==> src/rtl/smbto_pkg.sv <==
package smbto_pkg;

  typedef enum logic {
    MODE_SCL_LOW  = 1'b0,
    MODE_BUS_IDLE = 1'b1
  } det_mode_e;

endpackage

==> src/rtl/smbto_cfg.sv <==
module smbto_cfg
  import smbto_pkg::*;
#(
  parameter int LIMIT_W  = 12,
  parameter int BUDGET_W = 12
) (
  input  logic                clk,
  input  logic                rst_n,
  input  logic                wr_i,
  input  logic                en_i,
  input  logic                ext_en_i,
  input  logic                mode_i,
  input  logic [LIMIT_W-1:0]  limit_i,
  input  logic [BUDGET_W-1:0] budget_i,
  output logic                en_o,
  output logic                ext_en_o,
  output det_mode_e           mode_o,
  output logic [LIMIT_W-1:0]  limit_o,
  output logic [BUDGET_W-1:0] budget_o
);

  logic                en_q, en_d;
  logic                ext_en_q, ext_en_d;
  det_mode_e           mode_q, mode_d;
  logic [LIMIT_W-1:0]  limit_q, limit_d;
  logic [BUDGET_W-1:0] budget_q, budget_d;
  logic                det_ce, ext_ce;

  // Limit and mode may change only while detection is off; the budget may
  // change only while the extended check is off.
  assign det_ce = wr_i && !en_q;
  assign ext_ce = wr_i && !ext_en_q;

  always_comb begin
    en_d     = en_q;
    ext_en_d = ext_en_q;
    mode_d   = mode_q;
    limit_d  = limit_q;
    budget_d = budget_q;
    if (wr_i) begin
      en_d     = en_i;
      ext_en_d = ext_en_i;
    end
    if (det_ce) begin
      mode_d  = det_mode_e'(mode_i);
      limit_d = limit_i;
    end
    if (ext_ce) begin
      budget_d = budget_i;
    end
  end

  always_ff @(posedge clk or negedge rst_n) begin
    if (!rst_n) begin
      en_q     <= 1'b0;
      ext_en_q <= 1'b0;
    end else if (wr_i) begin
      en_q     <= en_d;
      ext_en_q <= ext_en_d;
    end
  end

  always_ff @(posedge clk or negedge rst_n) begin
    if (!rst_n) begin
      mode_q  <= MODE_SCL_LOW;
      limit_q <= '0;
    end else if (det_ce) begin
      mode_q  <= mode_d;
      limit_q <= limit_d;
    end
  end

  always_ff @(posedge clk or negedge rst_n) begin
    if (!rst_n) begin
      budget_q <= '0;
    end else if (ext_ce) begin
      budget_q <= budget_d;
    end
  end

  assign en_o     = en_q;
  assign ext_en_o = ext_en_q;
  assign mode_o   = mode_q;
  assign limit_o  = limit_q;
  assign budget_o = budget_q;


  cfg_lock_chk: assert property (@(posedge clk) disable iff (!rst_n)
    en_q |=> ($stable(limit_q) && $stable(mode_q)));


  budget_lock_chk: assert property (@(posedge clk) disable iff (!rst_n)
    ext_en_q |=> $stable(budget_q));

endmodule

==> src/rtl/smbto_runcnt.sv <==
module smbto_runcnt
  import smbto_pkg::*;
#(
  parameter int LIMIT_W = 12
) (
  input  logic               clk,
  input  logic               rst_n,
  input  logic               run_i,
  input  logic               tick_i,
  input  det_mode_e          mode_i,
  input  logic               scl_i,
  input  logic               sda_i,
  input  logic [LIMIT_W-1:0] limit_i,
  output logic               evt_o
);

  localparam int CW = LIMIT_W + 1;

  logic [CW-1:0] cnt_q, cnt_d;
  logic [CW-1:0] limit_ext;
  logic          qualify;
  logic          cnt_ce;
  logic          evt;

  assign limit_ext = {1'b0, limit_i};
  assign qualify   = (mode_i == MODE_SCL_LOW) ? !scl_i : (scl_i && sda_i);
  assign cnt_ce    = !run_i || tick_i;

  always_comb begin
    cnt_d = cnt_q;
    evt   = 1'b0;
    if (!run_i) begin
      cnt_d = '0;
    end else if (tick_i) begin
      if (!qualify) begin
        cnt_d = '0;
      end else if (cnt_q <= limit_ext) begin
        cnt_d = cnt_q + 1'b1;
        evt   = (cnt_q == limit_ext);
      end
    end
  end

  always_ff @(posedge clk or negedge rst_n) begin
    if (!rst_n) begin
      cnt_q <= '0;
    end else if (cnt_ce) begin
      cnt_q <= cnt_d;
    end
  end

  assign evt_o = evt;


  run_clear_chk: assert property (@(posedge clk) disable iff (!rst_n)
    !run_i |=> (cnt_q == '0));


  run_bound_chk: assert property (@(posedge clk) disable iff (!rst_n)
    cnt_q <= limit_ext + 1'b1);

endmodule

==> src/rtl/smbto_budget.sv <==
module smbto_budget #(
  parameter int BUDGET_W = 12
) (
  input  logic                clk,
  input  logic                rst_n,
  input  logic                run_i,
  input  logic                tick_i,
  input  logic                scl_i,
  input  logic                start_i,
  input  logic                stop_i,
  input  logic [BUDGET_W-1:0] budget_i,
  output logic                evt_o
);

  localparam int CW = BUDGET_W + 1;

  logic [CW-1:0] cnt_q, cnt_d;
  logic [CW-1:0] budget_ext;
  logic          armed_q, armed_d;
  logic          st_ce;
  logic          evt;

  assign budget_ext = {1'b0, budget_i};
  assign st_ce      = !run_i || tick_i || start_i || stop_i;

  always_comb begin
    cnt_d   = cnt_q;
    armed_d = armed_q;
    evt     = 1'b0;
    if (!run_i) begin
      cnt_d   = '0;
      armed_d = 1'b0;
    end else begin
      if (armed_q && tick_i && !scl_i && (cnt_q <= budget_ext)) begin
        cnt_d = cnt_q + 1'b1;
        evt   = (cnt_q == budget_ext);
      end
      if (stop_i) begin
        armed_d = 1'b0;
      end
      if (start_i) begin
        cnt_d   = '0;
        armed_d = 1'b1;
        evt     = 1'b0;
      end
    end
  end

  always_ff @(posedge clk or negedge rst_n) begin
    if (!rst_n) begin
      cnt_q   <= '0;
      armed_q <= 1'b0;
    end else if (st_ce) begin
      cnt_q   <= cnt_d;
      armed_q <= armed_d;
    end
  end

  assign evt_o = evt;


  budget_bound_chk: assert property (@(posedge clk) disable iff (!rst_n)
    cnt_q <= budget_ext + 1'b1);


  disarmed_hold_chk: assert property (@(posedge clk) disable iff (!rst_n)
    (!armed_q && !start_i) |=> $stable(cnt_q) || (cnt_q == '0));

endmodule

==> src/rtl/smbto_flags.sv <==
module smbto_flags (
  input  logic clk,
  input  logic rst_n,
  input  logic to_evt_i,
  input  logic ext_evt_i,
  input  logic clr_i,
  output logic to_flag_o,
  output logic ext_flag_o,
  output logic irq_o,
  output logic bus_rst_o
);

  logic to_flag_q, to_flag_d;
  logic ext_flag_q, ext_flag_d;
  logic irq_q, irq_d;
  logic brst_q, brst_d;

  always_comb begin
    to_flag_d  = to_flag_q;
    ext_flag_d = ext_flag_q;
    if (clr_i) begin
      to_flag_d  = 1'b0;
      ext_flag_d = 1'b0;
    end
    if (to_evt_i)  to_flag_d  = 1'b1;
    if (ext_evt_i) ext_flag_d = 1'b1;
    irq_d  = to_evt_i || ext_evt_i;
    brst_d = to_evt_i;
  end

  always_ff @(posedge clk or negedge rst_n) begin
    if (!rst_n) begin
      to_flag_q  <= 1'b0;
      ext_flag_q <= 1'b0;
      irq_q      <= 1'b0;
      brst_q     <= 1'b0;
    end else begin
      to_flag_q  <= to_flag_d;
      ext_flag_q <= ext_flag_d;
      irq_q      <= irq_d;
      brst_q     <= brst_d;
    end
  end

  assign to_flag_o  = to_flag_q;
  assign ext_flag_o = ext_flag_q;
  assign irq_o      = irq_q;
  assign bus_rst_o  = brst_q;


  to_rise_pulse_chk: assert property (@(posedge clk) disable iff (!rst_n)
    $rose(to_flag_q) |-> (irq_q && brst_q));


  brst_single_chk: assert property (@(posedge clk) disable iff (!rst_n)
    brst_q |=> !brst_q);


  ext_rise_irq_chk: assert property (@(posedge clk) disable iff (!rst_n)
    $rose(ext_flag_q) |-> irq_q);


  flag_clear_chk: assert property (@(posedge clk) disable iff (!rst_n)
    (clr_i && !to_evt_i) |=> !to_flag_q);

endmodule

==> src/rtl/smb_lowclk_guard.sv <==
module smb_lowclk_guard
  import smbto_pkg::*;
#(
  parameter int LIMIT_W  = 12,
  parameter int BUDGET_W = 12
) (
  input  logic                clk,
  input  logic                rst_n,
  input  logic                tick_i,
  input  logic                scl_i,
  input  logic                sda_i,
  input  logic                cfg_wr_i,
  input  logic                cfg_en_i,
  input  logic                cfg_ext_en_i,
  input  logic                cfg_mode_i,
  input  logic [LIMIT_W-1:0]  cfg_limit_i,
  input  logic [BUDGET_W-1:0] cfg_budget_i,
  input  logic                start_i,
  input  logic                stop_i,
  input  logic                clr_i,
  output logic                to_flag_o,
  output logic                ext_flag_o,
  output logic                irq_o,
  output logic                bus_rst_o,
  output logic [LIMIT_W-1:0]  limit_o,
  output logic                mode_o,
  output logic [BUDGET_W-1:0] budget_o
);

  logic                rst_sync_q1, rst_sync_q2;
  logic                rst_int_n;
  logic                en, ext_en;
  det_mode_e           mode;
  logic [LIMIT_W-1:0]  limit;
  logic [BUDGET_W-1:0] budget;
  logic                to_evt, ext_evt;
  logic                ext_run;

  always_ff @(posedge clk or negedge rst_n) begin
    if (!rst_n) begin
      rst_sync_q1 <= 1'b0;
      rst_sync_q2 <= 1'b0;
    end else begin
      rst_sync_q1 <= 1'b1;
      rst_sync_q2 <= rst_sync_q1;
    end
  end
  assign rst_int_n = rst_sync_q2;

  smbto_cfg #(.LIMIT_W(LIMIT_W), .BUDGET_W(BUDGET_W)) u_cfg (
    .clk      (clk),
    .rst_n    (rst_int_n),
    .wr_i     (cfg_wr_i),
    .en_i     (cfg_en_i),
    .ext_en_i (cfg_ext_en_i),
    .mode_i   (cfg_mode_i),
    .limit_i  (cfg_limit_i),
    .budget_i (cfg_budget_i),
    .en_o     (en),
    .ext_en_o (ext_en),
    .mode_o   (mode),
    .limit_o  (limit),
    .budget_o (budget)
  );

  smbto_runcnt #(.LIMIT_W(LIMIT_W)) u_run (
    .clk     (clk),
    .rst_n   (rst_int_n),
    .run_i   (en),
    .tick_i  (tick_i),
    .mode_i  (mode),
    .scl_i   (scl_i),
    .sda_i   (sda_i),
    .limit_i (limit),
    .evt_o   (to_evt)
  );

  assign ext_run = en && ext_en;

  smbto_budget #(.BUDGET_W(BUDGET_W)) u_budget (
    .clk      (clk),
    .rst_n    (rst_int_n),
    .run_i    (ext_run),
    .tick_i   (tick_i),
    .scl_i    (scl_i),
    .start_i  (start_i),
    .stop_i   (stop_i),
    .budget_i (budget),
    .evt_o    (ext_evt)
  );

  smbto_flags u_flags (
    .clk        (clk),
    .rst_n      (rst_int_n),
    .to_evt_i   (to_evt),
    .ext_evt_i  (ext_evt),
    .clr_i      (clr_i),
    .to_flag_o  (to_flag_o),
    .ext_flag_o (ext_flag_o),
    .irq_o      (irq_o),
    .bus_rst_o  (bus_rst_o)
  );

  assign limit_o  = limit;
  assign mode_o   = mode;
  assign budget_o = budget;


  no_flag_disabled_chk: assert property (@(posedge clk) disable iff (!rst_int_n)
    (!en && !clr_i) |=> !$rose(to_flag_o) && !$rose(ext_flag_o));

endmodule

==> config.mk <==
export PLATFORM = sky130hd
export DESIGN_NAME = smb_lowclk_guard
export DESIGN_NICKNAME = d
export VERILOG_FILES = /design/src/rtl/smbto_pkg.sv /design/src/rtl/smbto_cfg.sv /design/src/rtl/smbto_runcnt.sv /design/src/rtl/smbto_budget.sv /design/src/rtl/smbto_flags.sv /design/src/rtl/smb_lowclk_guard.sv
export SDC_FILE = /design/constraint.sdc
export NUM_CORES = 1
export LEC_CHECK = 0
export ABC_AREA = 1
export BUFFER_PORTS_ARGS = -buffer_cell sky130_fd_sc_hd__buf_2
export CAP_MARGIN = 20
export CORE_ASPECT_RATIO = 1.75
export CORE_UTILIZATION = 45
export DETAILED_ROUTE_END_ITERATION = 7
export GPL_TIMING_DRIVEN = 0
export PLACE_DENSITY = 0.67
export SYNTH_ARGS = -nofsm -noshare
export SYNTH_HDL_FRONTEND = slang
export SYNTH_SLANG_ARGS = --single-unit
==> constraint.sdc <==
create_clock -name clk -period 5.1 [get_ports clk]
set_clock_uncertainty 0.1 [all_clocks]
set_input_delay 1.53 -clock clk [delete_from_list [all_inputs] [get_ports clk]]
set_output_delay 1.53 -clock clk [all_outputs]
set_load 0.05 [all_outputs]
## Word-level counts from Yosys, hierarchy flattened

Index checks and enable logic that the tools add are counted.

| cells by class | value |
|---|---|
| reduce and logical (&&, ||, !) cells | 21 |
| magnitude comparators | 2 |
| equality and inequality tests | 6 |
| mux-type cells | 21 |
| $add $sub $neg | 2 |

Operators by type and width:

| cell | count |
|---|---|
| $mux W13 | 7 |
| $add A13 B1 Y13 const B | 2 |
| $eq A13 B12 Y1 | 2 |
| $le A13 B12 Y1 | 2 |
| $mux W1 | 14 |
| $ne A3 B3 Y1 const B | 3 |
| $logic_and A1 B1 Y1 | 7 |
| $logic_or A1 B1 Y1 | 5 |
| $logic_not A1 Y1 | 4 |
| $reduce_and A2 Y1 | 2 |
| $reduce_bool A2 Y1 | 2 |
| $reduce_and A3 Y1 | 1 |
| $ne A2 B2 Y1 const B | 1 |

| storage, ports and cells | value |
|---|---|
| output and inout bits | 29 |
| flip-flop bits (word level) | 60 |
| input port bits | 36 |
| word-level logic and storage cells | 66 |

## Depth between registers and ports, before layout

Gate-level depths: netlist of the first run.

| logic depth | value |
|---|---|
| word-level depth | 7 |
| mapped depth | 13 |

## Hierarchy

Synthesis of the first run repeated with hierarchy kept, for this count alone.

| second synthesis, totals | value |
|---|---|
| cell total of the unflattened synthesis | 508 |
| area, all modules | 3891.2 sq um |

Modules (own cells, without submodules):

| module | cells each | area each (sq um) | seq. area each (sq um) | instances |
|---|---|---|---|---|
| smbto_runcnt | 191 | 1318.8 | 325.3 | 1 |
| smbto_budget | 183 | 1310.0 | 350.3 | 1 |
| smbto_cfg | 117 | 1071.0 | 675.6 | 1 |
| smbto_flags | 12 | 130.1 | 100.1 | 1 |
| smb_lowclk_guard | 5 | 61.3 | 50.0 | 1 |

## Worst setup path after synthesis of the first run

OpenSTA, ideal clock, no wires.

| path | value |
|---|---|
| path type | input port to flip-flop |
| from | input port scl_i |
| to | register u_run.cnt_q[7] |
| arrival | 2.334 ns |
| stages | 7 |
| setup slack | 2.601 ns |
| library setup time | 0.065 ns |
| data required time | 4.935 ns |
| cells stage by stage | o21ai_2 > inv_2 > nor2_4 > inv_2 > nor3_1 > nand3_1 > nand2_1 |

| between the ends | value |
|---|---|
| word-level cells in the longest chain between the ends | 5 |
| elaborated cells between the ends (all ways) | 8 |
| classes of those cells | 1 x eq/ne; 4 x mux; 3 x reduce/logical |

Ends and longest elaborated chain:

| element | line | text |
|---|---|---|
| start: declaration | smb_lowclk_guard.sv:10 | `input logic scl_i,` |
| $logic_not A1 Y1 or $logic_and A1 B1 Y1 (tied branches) | smbto_runcnt.sv:26 | `assign qualify = (mode_i == MODE_SCL_LOW) ? !scl_i : (scl_i && sda_i);` |
| $mux W1 * | smbto_runcnt.sv:26 |  |
| $mux W13 | smbto_runcnt.sv:35 | `if (!qualify) begin` |
| $mux W13 | smbto_runcnt.sv:34 | `end else if (tick_i) begin` |
| $mux W13 | smbto_runcnt.sv:32 | `if (!run_i) begin` |
| end signal: assignment | smbto_runcnt.sv:48 | `cnt_q <= cnt_d;` |
| end: declaration | smbto_runcnt.sv:19 | `logic [CW-1:0] cnt_q, cnt_d;` |

Mark *: on every way between the ends. The rest lies on a longest branch, timed or not. The select of a mux whose other input is x is not followed.
A chain may end at the register's enable or synchronous reset.

## Worst setup path in the final report of the first run

| path | value |
|---|---|
| from | register u_cfg.mode_q (netlist: u_cfg.mode_o) |
| to | output port mode_o |

RTL lines:

| element | line | text |
|---|---|---|
| start: declaration | smbto_cfg.sv:24 | `det_mode_e mode_q, mode_d;` |
| start signal: assignment | smbto_cfg.sv:68 | `mode_q <= mode_d;` |
| end: declaration | smb_lowclk_guard.sv:26 | `output logic mode_o,` |

No word-level cell between the ends.

==> reports/results.ini, run 1 <==
[clock_tree]
clock-sinks=60
h-tree-depth=3
cts_made_buffers=9
clkLatencyLatePin_ps=340
ctsHoldBuffers=0
cts.clk_slew.worst_paths_ps=50
clockRootBuffer=clkbuf_16
post_cts_buffers=0
cts.repair.resized=0
clockBufferDepth=2
tritoncts=done

[route]
drcViolationCount=0
wirelength_microns=9653
via_per_inst=5.265
ant_nets=0
drtIter0Drc=164
drt_pass1_iterations=4
wl_per_cell_microns=14.87
vias=3417

[timing]
period_share_pct=51.58
setup_tns_ps=0
tightest_slew_ps=515.4
hold_viol_final=0
grt_setup_unrepaired=false
max_freq_mhz=380.1
slew_headroom_pct=65.64
finalSetupViolCount=0
min_period_ps=2631
final-max-slew-violation-count=0

[final_layout]
final_cells=649
register_area_sq_mm=0.001503
stdcell_area_sq_mm=0.004427
utilization_pct=55.97
diodes=0
drive_gt1_share_pct=20.04
layout_commonest_cell=nand2_1
final_cell_mix=117 x nand2_1, 67 x buf_2, 59 x dfrtp_1
final_nets=616
multi_input_area_sq_mm=0.001849
synthToLayoutAreaGrowth_pct=21.37
nFillCells=738

[yosys]
synth_seq_cells=60
synthCells=478
synth_top_area_share_pct=41.17
yosysSeqAreaShare_pct=41.17
syn_avg_cell_area_sq_um=7.630
synthTopCellsByArea=dfrtp_1 41%, nand2_1 12%, ha_1 8.9%
ys_warn_count=0
syn-cell-area_sq_mm=0.003647
syn_nets=540
yosysUniqueCellTypes=35
yosysTopAreaCell=dfrtp_1

[die]
fp.dieH_microns=121.1
fp.dieW_microns=70.06
core-area_sq_mm=0.007909
initial_core_util_pct=46.12
dieArea_sq_mm=0.008483
row_count=43
ioPinCount=65

[placement]
gp_congestion=0.9057
dp.cells=633
hpwl_microns=7259
io_buffers=64
placed_area_sq_mm=0.004101

[setup_path]
arrival_ps=1000
r2r_slack_ps=3060
r2r_start=u_budget.cnt_q[5]
critical_path_class=reg2out
r2r_cells=9
cp_top_family=flip-flops
slowest_stage=dfrtp_1
cp.buffers_inverters=1
critPathLaunch=u_cfg.mode_o
max_stage_delay_ps=390
reg2reg_to=u_budget.cnt_q[8]
crit_path_cell_trace=buf_2
cp-end-kind=primary output
crit_fanout=4
crit_required_ps=3470
startpoint_type=flop

[worst_hold_path]
min_path_type=reg2async

[grt]
grt_usage_pct=24.35
grt_first_pass_wirelength_microns=15800
antenna_found_initial=0
grt_remaining_overflow=0
grt_pass1_vias=3406
grt_start_max_net_pins=41

[status]
status=complete, no violations

[pwr]
vdd_ir_drop_max_mv=0.2396
p_per_area_mw_per_mm2=339.0
leakagePower_nw=2.305

[flow_run]
cap_violations=0

==> metal layers <==
layer,global-route usage (%),share of wire [%]
met1,22.81,37
met2,45.85,55
met4,18.13,4.5
met3,4.236,3.4
met5,0,0
==> how the worst max path moves through the flow <==
stage / endpoint / depth (start not counted)
2_1_floorplan: u_run.cnt_q[7] / 7
3_3_place_gp: u_run.cnt_q[7] / 8
3_5_place_dp: u_run.cnt_q[7] / 8
4_1_cts: mode_o / 1
5_1_grt: mode_o / 1
6_report: mode_o / 1
==> registers in the layout (all words and copies together), names as in the netlist <==
register / cells
u_cfg.limit_o: 12
u_flags.irq_o: 1
u_run.cnt_q: 13
u_flags.to_flag_o: 1
u_cfg.mode_o: 1
rst_int_n: 1
rst_sync_q1: 1
u_budget.cnt_q: 13
u_cfg.budget_o: 12
u_budget.armed_q: 1
u_cfg.ext_en_o: 1
u_flags.ext_flag_o: 1
u_flags.bus_rst_o: 1
u_cfg.en_o: 1
==> cells in the mapped netlist <==
cell type / count
buf_2: 3
nand4_4: 1
nand2_2: 2
o21ai_0: 7
buf_4: 3
conb_1: 1
dfrtp_1: 60
nand2_1: 117
mux2_2: 3
o21ai_1: 3
or2_2: 1
inv_1: 55
nor2_2: 3
o21ai_2: 1
or2_0: 1
nand2_4: 1
nand3b_1: 4
nor3_1: 13
nand4_1: 15
o21bai_1: 2
and2_1: 1
nand3_1: 44
nor2_4: 2
nor3_2: 3
inv_2: 6
buf_6: 1
a21oi_1: 33
xnor2_1: 2
nor4_1: 1
a31oi_1: 1
buf_1: 1
nor2_1: 53
ha_1: 26
clkbuf_1: 4
xor2_1: 4
==> where the power goes <==
| group | internal, mW | total (mW) | switching [mW] |
|---|---|---|---|
| logic | 0.0779 | 0.304 | 0.226 |
| clock network | 0.440 | 0.662 | 0.222 |
| registers | 0.511 | 0.534 | 0.0232 |
==> cell type report <==
class,count,area share (%)
well taps,90,2.544
repair buffers,65,7.688
clock buffers,10,5.399
flip-flops and latches,60,33.95
plain buffers,12,1.526
multi-input cells,345,41.77
inverters,61,5.172
clock inverters,6,1.950
==> cells by family (layout without fill, tap and decap cells) <==
family	after synthesis	after routing	synth area share, %
compound gates	47	47	6.724
xor+xnor	6	6	1.441
fa+ha+maj	26	26	8.919
buf+inv	73	154	8.130
flops	60	60	41.17
mux	3	3	0.9262
other cells	1	1	0.1028
simple gates	262	262	32.59
==> stage by stage <==
stage,power (mW),hold WS (ps),setup slack (ps)
6_report,1.501,120.5,2469
5_1_grt,1.563,162.4,2429
4_1_cts,1.517,142.7,2453
3_5_place_dp,0.8474,135.9,2229
3_3_place_gp,0.8406,236.9,2258
2_1_floorplan,0.7583,231.2,2601
(Power assumes the default switching activity.)
==> run 2, diff against run 1 <==
- PLACE_DENSITY: 0.67 -> 0.69
- clock period: 5.1 -> 2.2 ns (I/O delays scaled with it)
==> run 2 against run 1 <==
Compared with the run above:
- sequential share of layout area up 0.14 points
- sequential power up 130%
- combinational power up 130%
- power up 120%
- routed wire length down 6.2%
- critical path type is now reg2reg
==> reports/results.ini, run 2 (synthesis gave the netlist of run 1 again) <==
[setup_path]
startpoint_type=flop
r2r_cells=11
crit_required_ps=2330
arrival_ps=2180
cp_top_family=simple AND/OR/NAND/NOR gates
cp.buffers_inverters=2
reg2reg_to=u_run.cnt_q[10]
crit_path_cell_trace=ha_1, nand2_1, inv_1, nand3b_1, nor2_1, nand2_1, nand2_2, nand4_4, buf_4, nand3_1, nand2_1
critical_path_class=reg2reg
crit_fanout=10
slowest_stage=dfrtp_1
r2r_start=u_run.cnt_q[11]
crit_top_cell=nand2_1
max_stage_delay_ps=450
cp-end-kind=flop
r2r_slack_ps=140

[route]
drcViolationCount=0
wl_per_cell_microns=13.94
vias=3423
wirelength_microns=9059
via_per_inst=5.266
ant_nets=0
drtIter0Drc=144
drt_pass1_iterations=4

[timing]
slew_headroom_pct=65.34
holdWs_ps=131.7
hold_viol_final=0
tightest_slew_ps=519.9
grt_setup_unrepaired=false
final-max-slew-violation-count=0
period_share_pct=93.52
setup_tns_ps=0
finalSetupViolCount=0
min_period_ps=2057
max_freq_mhz=486.1

[clock_tree]
clockBufferDepth=2
cts.repair.resized=0
clkLatencyLatePin_ps=330
h-tree-depth=3
cts_made_buffers=9
clock-sinks=60
tritoncts=done
clockRootBuffer=clkbuf_16
post_cts_buffers=0
ctsHoldBuffers=1
cts.clk_slew.worst_paths_ps=50

[placement]
hpwl_microns=7022
gp_congestion=0.8555
dp.cells=633
io_buffers=64

[die]
fp.dieW_microns=70.06
dieArea_sq_mm=0.008483
core-area_sq_mm=0.007909
row_count=43
initial_core_util_pct=46.12
fp.dieH_microns=121.1
ioPinCount=65

[final_layout]
utilization_pct=55.73
reg_top3=u_budget.cnt_q (13), u_run.cnt_q (13)
layout_commonest_cell=nand2_1
final_cells=650
final_nets=617
diodes=0
synthToLayoutAreaGrowth_pct=20.86
final_cell_mix=117 x nand2_1, 67 x buf_2, 59 x dfrtp_1
drive_gt1_share_pct=19.64

[pwr]
vdd_ir_drop_max_mv=0.4400
leakagePower_nw=2.289
p_per_area_mw_per_mm2=759.3

[grt]
grt_remaining_overflow=0
grt_start_max_net_pins=40
grt_first_pass_wirelength_microns=15020
grt_usage_pct=23.16
antenna_found_initial=0
grt_pass1_vias=3425

[worst_hold_path]
min_path_type=reg2async

[status]
status=complete, no violations

[flow_run]
cap_violations=0

-- run 2: cell types whose count changed in the layout (fill, tap and decap cells not counted), sizes merged --
cell,delta
clkbuf,+2
inv,-1
bufinv,-1
clkinvlp,+1
clkinv,-1
dlygate4sd3,+1
-- run 2: power breakdown --
part	leakage [nW]	internal (mW)	switching, mW
registers	0.754	1.19	0.0532
clock network	0.139	0.905	0.500
logic	1.40	0.181	0.522
-- run 2: final cells by class --
class / instances / area (sq um)
clock buffer: 12 / 246.5
clock inverter: 4 / 50.05
tap: 90 / 112.6
fill: 733 / 3501
timing repair buffer: 66 / 350.3
buffer: 12 / 67.56
multi-input combinational: 345 / 1849
sequential: 60 / 1503
inverter: 61 / 229.0
-- run 2: how the worst max path moves through the flow --
stage / start / to / slack (ps) / depth (start not counted)
2_1_floorplan: u_cfg.limit_o[11] / u_run.cnt_q[12] / 100 / 12
3_3_place_gp: rst_int_n / u_run.cnt_q[1] / -400 / 0
3_5_place_dp: u_run.cnt_q[8] / u_run.cnt_q[8] / 180 / 10
4_1_cts: u_run.cnt_q[11] / u_run.cnt_q[8] / 140 / 11
5_1_grt: u_run.cnt_q[11] / u_run.cnt_q[6] / 1 / 11
6_report: u_run.cnt_q[11] / u_run.cnt_q[10] / 140 / 11
-- run 2: stage by stage --
| stage | instance area, sq um | setup WS (ps) | total power, mW |
|---|---|---|---|
| after floorplan | 3647 | 99.05 | 1.758 |
| after global placement | 4080 | -398.4 | 1.945 |
| after detailed placement | 4101 | 180.5 | 1.964 |
| after CTS | 4408 | 144.8 | 3.387 |
| after global routing | 4408 | 1.292 | 3.496 |
| final | 4408 | 142.6 | 3.347 |
-- run 2: per-layer routing --
layer	wire [microns]	vias up	global-route usage (%)	part of all wire, %
met4	510	0	15.13	5.6
met5	0	-	0	0
met1	3203	1600	21.11	35
met3	276	31	5.482	3.0
met2	5067	76	44.23	56
li1	-	1716	-	-
==> run 3, diff against run 2 <==
- CORE_UTILIZATION: 45 -> 50
- PLACE_DENSITY: 0.69 -> 0.75
- SYNTH_HIERARCHICAL: default -> 1
==> run 3 against run 2 <==
Compared with the run above:
- routed wire length rose by 2.8%
- non-clock buffer count did not move
- clock power rose by 8%
- cell count rose by 4.3%
- worst setup slack improved by 46 ps
- critical path type unchanged
- highest routed layer unchanged
==> reports/results.ini, run 3 <==
[route]
drtIter0Drc=149
wirelength_microns=9311
ant_nets=0
drcViolationCount=0
vias=3537
via_per_inst=5.217
drt_pass1_iterations=4
wl_per_cell_microns=13.73

[final_layout]
final_cell_mix=161 x nand2_1, 70 x buf_2, 62 x inv_1
layout_commonest_cell=nand2_1
diodes=0
synthToLayoutAreaGrowth_pct=20.23
final_nets=647
nFillCells=682
reg_top3=u_budget/cnt_q (13), u_run/cnt_q (13)
drive_gt1_share_pct=26.10

[yosys]
syn_nets=570
yosysSeqAreaShare_pct=38.59
synth_edf_count=0
syn-cell-area_sq_mm=0.003891
synthCells=508
async_reset_ff_share_pct=100.0
yosysUniqueCellTypes=31
ys_warn_count=6
yosys_most_used_dff=dfrtp_1
yosysTopAreaCell=dfrtp_1
synth_commonest_cells=161 x nand2_1, 62 x inv_1, 60 x dfrtp_1
synthTopCellsByArea=dfrtp_1 39%, nand2_1 16%, ha_1 8.4%
synth_top_area_share_pct=38.59
syn_avg_cell_area_sq_um=7.660
yosysMostFrequentCell=nand2_1
synth_seq_cells=60

[die]
core-area_sq_mm=0.007567
row_count=42
fp.dieW_microns=68.69
ioPinCount=65
initial_core_util_pct=51.42
fp.dieH_microns=118.7
dieArea_sq_mm=0.008153

[timing]
grt_setup_unrepaired=false
tightest_slew_ps=642.3
hold_viol_final=0
finalSetupViolCount=0
setup_tns_ps=0
max_freq_mhz=497.1
slew_headroom_pct=57.18
final-max-slew-violation-count=0
period_share_pct=91.43
min_period_ps=2012

[setup_path]
r2r_start=u_cfg/budget_o[11]
cp-end-kind=flop
critical_path_class=reg2reg
arrival_ps=2140
startpoint_type=flop
reg2reg_to=u_budget/cnt_q[12]
crit_required_ps=2330
crit_fanout=10
r2r_cells=12
r2r_slack_ps=190

[clock_tree]
clockBufferDepth=2
clockRootBuffer=clkbuf_16
post_cts_buffers=0
tritoncts=done
cts.clk_slew.worst_paths_ps=60
h-tree-depth=3
cts_made_buffers=9
clkLatencyLatePin_ps=330
clock-sinks=60
cts.repair.resized=0

[grt]
grt_first_pass_wirelength_microns=15420
grt_remaining_overflow=0
antenna_found_initial=0
grt_pass1_vias=3605
grt_start_max_net_pins=32
grt_usage_pct=25.48

[status]
status=complete, no violations

[pwr]
leakagePower_nw=2.551
total_power_mw=3.538
p_per_area_mw_per_mm2=756.3
vdd_ir_drop_max_mv=0.7057

[placement]
gp_congestion=0.9078
io_buffers=64
hpwl_microns=7031

[flow_run]
cap_violations=0

[worst_hold_path]
min_path_type=reg2async

-- run 3: final cells by class --
| type | instances | area (sq um) | area share [%] |
|---|---|---|---|
| Inverter | 67 | 254.0 | 5.429 |
| Clock inverter | 7 | 100.1 | 2.140 |
| Clock buffer | 9 | 225.2 | 4.814 |
| Sequential cell | 60 | 1503 | 32.12 |
| Buffer | 12 | 107.6 | 2.300 |
| Multi-Input combinational cell | 369 | 2028 | 43.35 |
| Timing Repair Buffer | 66 | 350.3 | 7.489 |
| Tap cell | 88 | 110.1 | 2.354 |
-- run 3: timing repair --
item | CTS | global route
endpoints found under the setup margin | 0 | 0
hold buffers | 1 | 0
endpoints found under the hold margin | 2 | 0
-- run 3: through the flow --
step	worst slack (ps)	cells	area, sq um	hold slack [ps]	utilization (%)
6_report	188.5	678	4678	195.9	61.82
4_1_cts	167.8	678	4678	220.8	61.82
2_1_floorplan	67.39	508	3891	231.2	-
5_1_grt	29.71	678	4678	265.3	61.82
3_3_place_gp	-396.5	660	4322	238.4	57.11
3_5_place_dp	136.0	661	4343	219.4	57.39
-- run 3: cell families after synthesis --
family / after synthesis / share of synthesized area (%)
AND/OR/NAND/NOR: 314 / 38.68
buffers and inverters: 79 / 9.292
flip-flops: 60 / 38.59
adder cells (fa/ha/maj): 26 / 8.360
AO/OA/AOI/OAI: 20 / 3.183
XOR/XNOR: 8 / 1.801
other: 1 / 0.09637
-- run 3: worst max path at each step --
stage                                   from                  to  slack [ps]  depth (start not counted)
after detailed placement               scl_i   u_flags/to_flag_o         140                          8
after global placement             rst_int_n  u_flags/ext_flag_o        -400                          0
final                     u_cfg/budget_o[11]  u_budget/cnt_q[12]         190                         12
after global routing      u_cfg/budget_o[11]   u_budget/cnt_q[7]          30                         10
after floorplan           u_cfg/budget_o[11]  u_budget/cnt_q[12]          70                         12
after CTS                 u_cfg/budget_o[11]  u_budget/cnt_q[12]         170                         12
-- run 3: layer usage --
metal	global-route usage (%)	vias to the layer above	routed length [microns]
met5	0	-	0
met4	15.23	0	404
met3	4.633	40	394
met2	45.28	111	5143
met1	25.87	1628	3368
li1	-	1758	-
-- run 3: power breakdown --
part	total (mW)	leakage [nW]	internal (mW)	switching (mW)
clock network	1.52	0.160	0.998	0.521
logic	0.750	1.60	0.210	0.540
registers	1.27	0.787	1.19	0.0837
total	3.54	2.55	2.39	1.15
-- run 3: critical path: stages (launching register included) --
cell	delay (ps)
dfrtp_1	410
inv_1	60
ha_1	310
nand2_1	100
nor2_4	120
nand2_2	60
nor2_4	100
nand3_2	140
nand2_4	140
nand2_4	80
buf_12	160
nand3_1	70
nand2_1	50
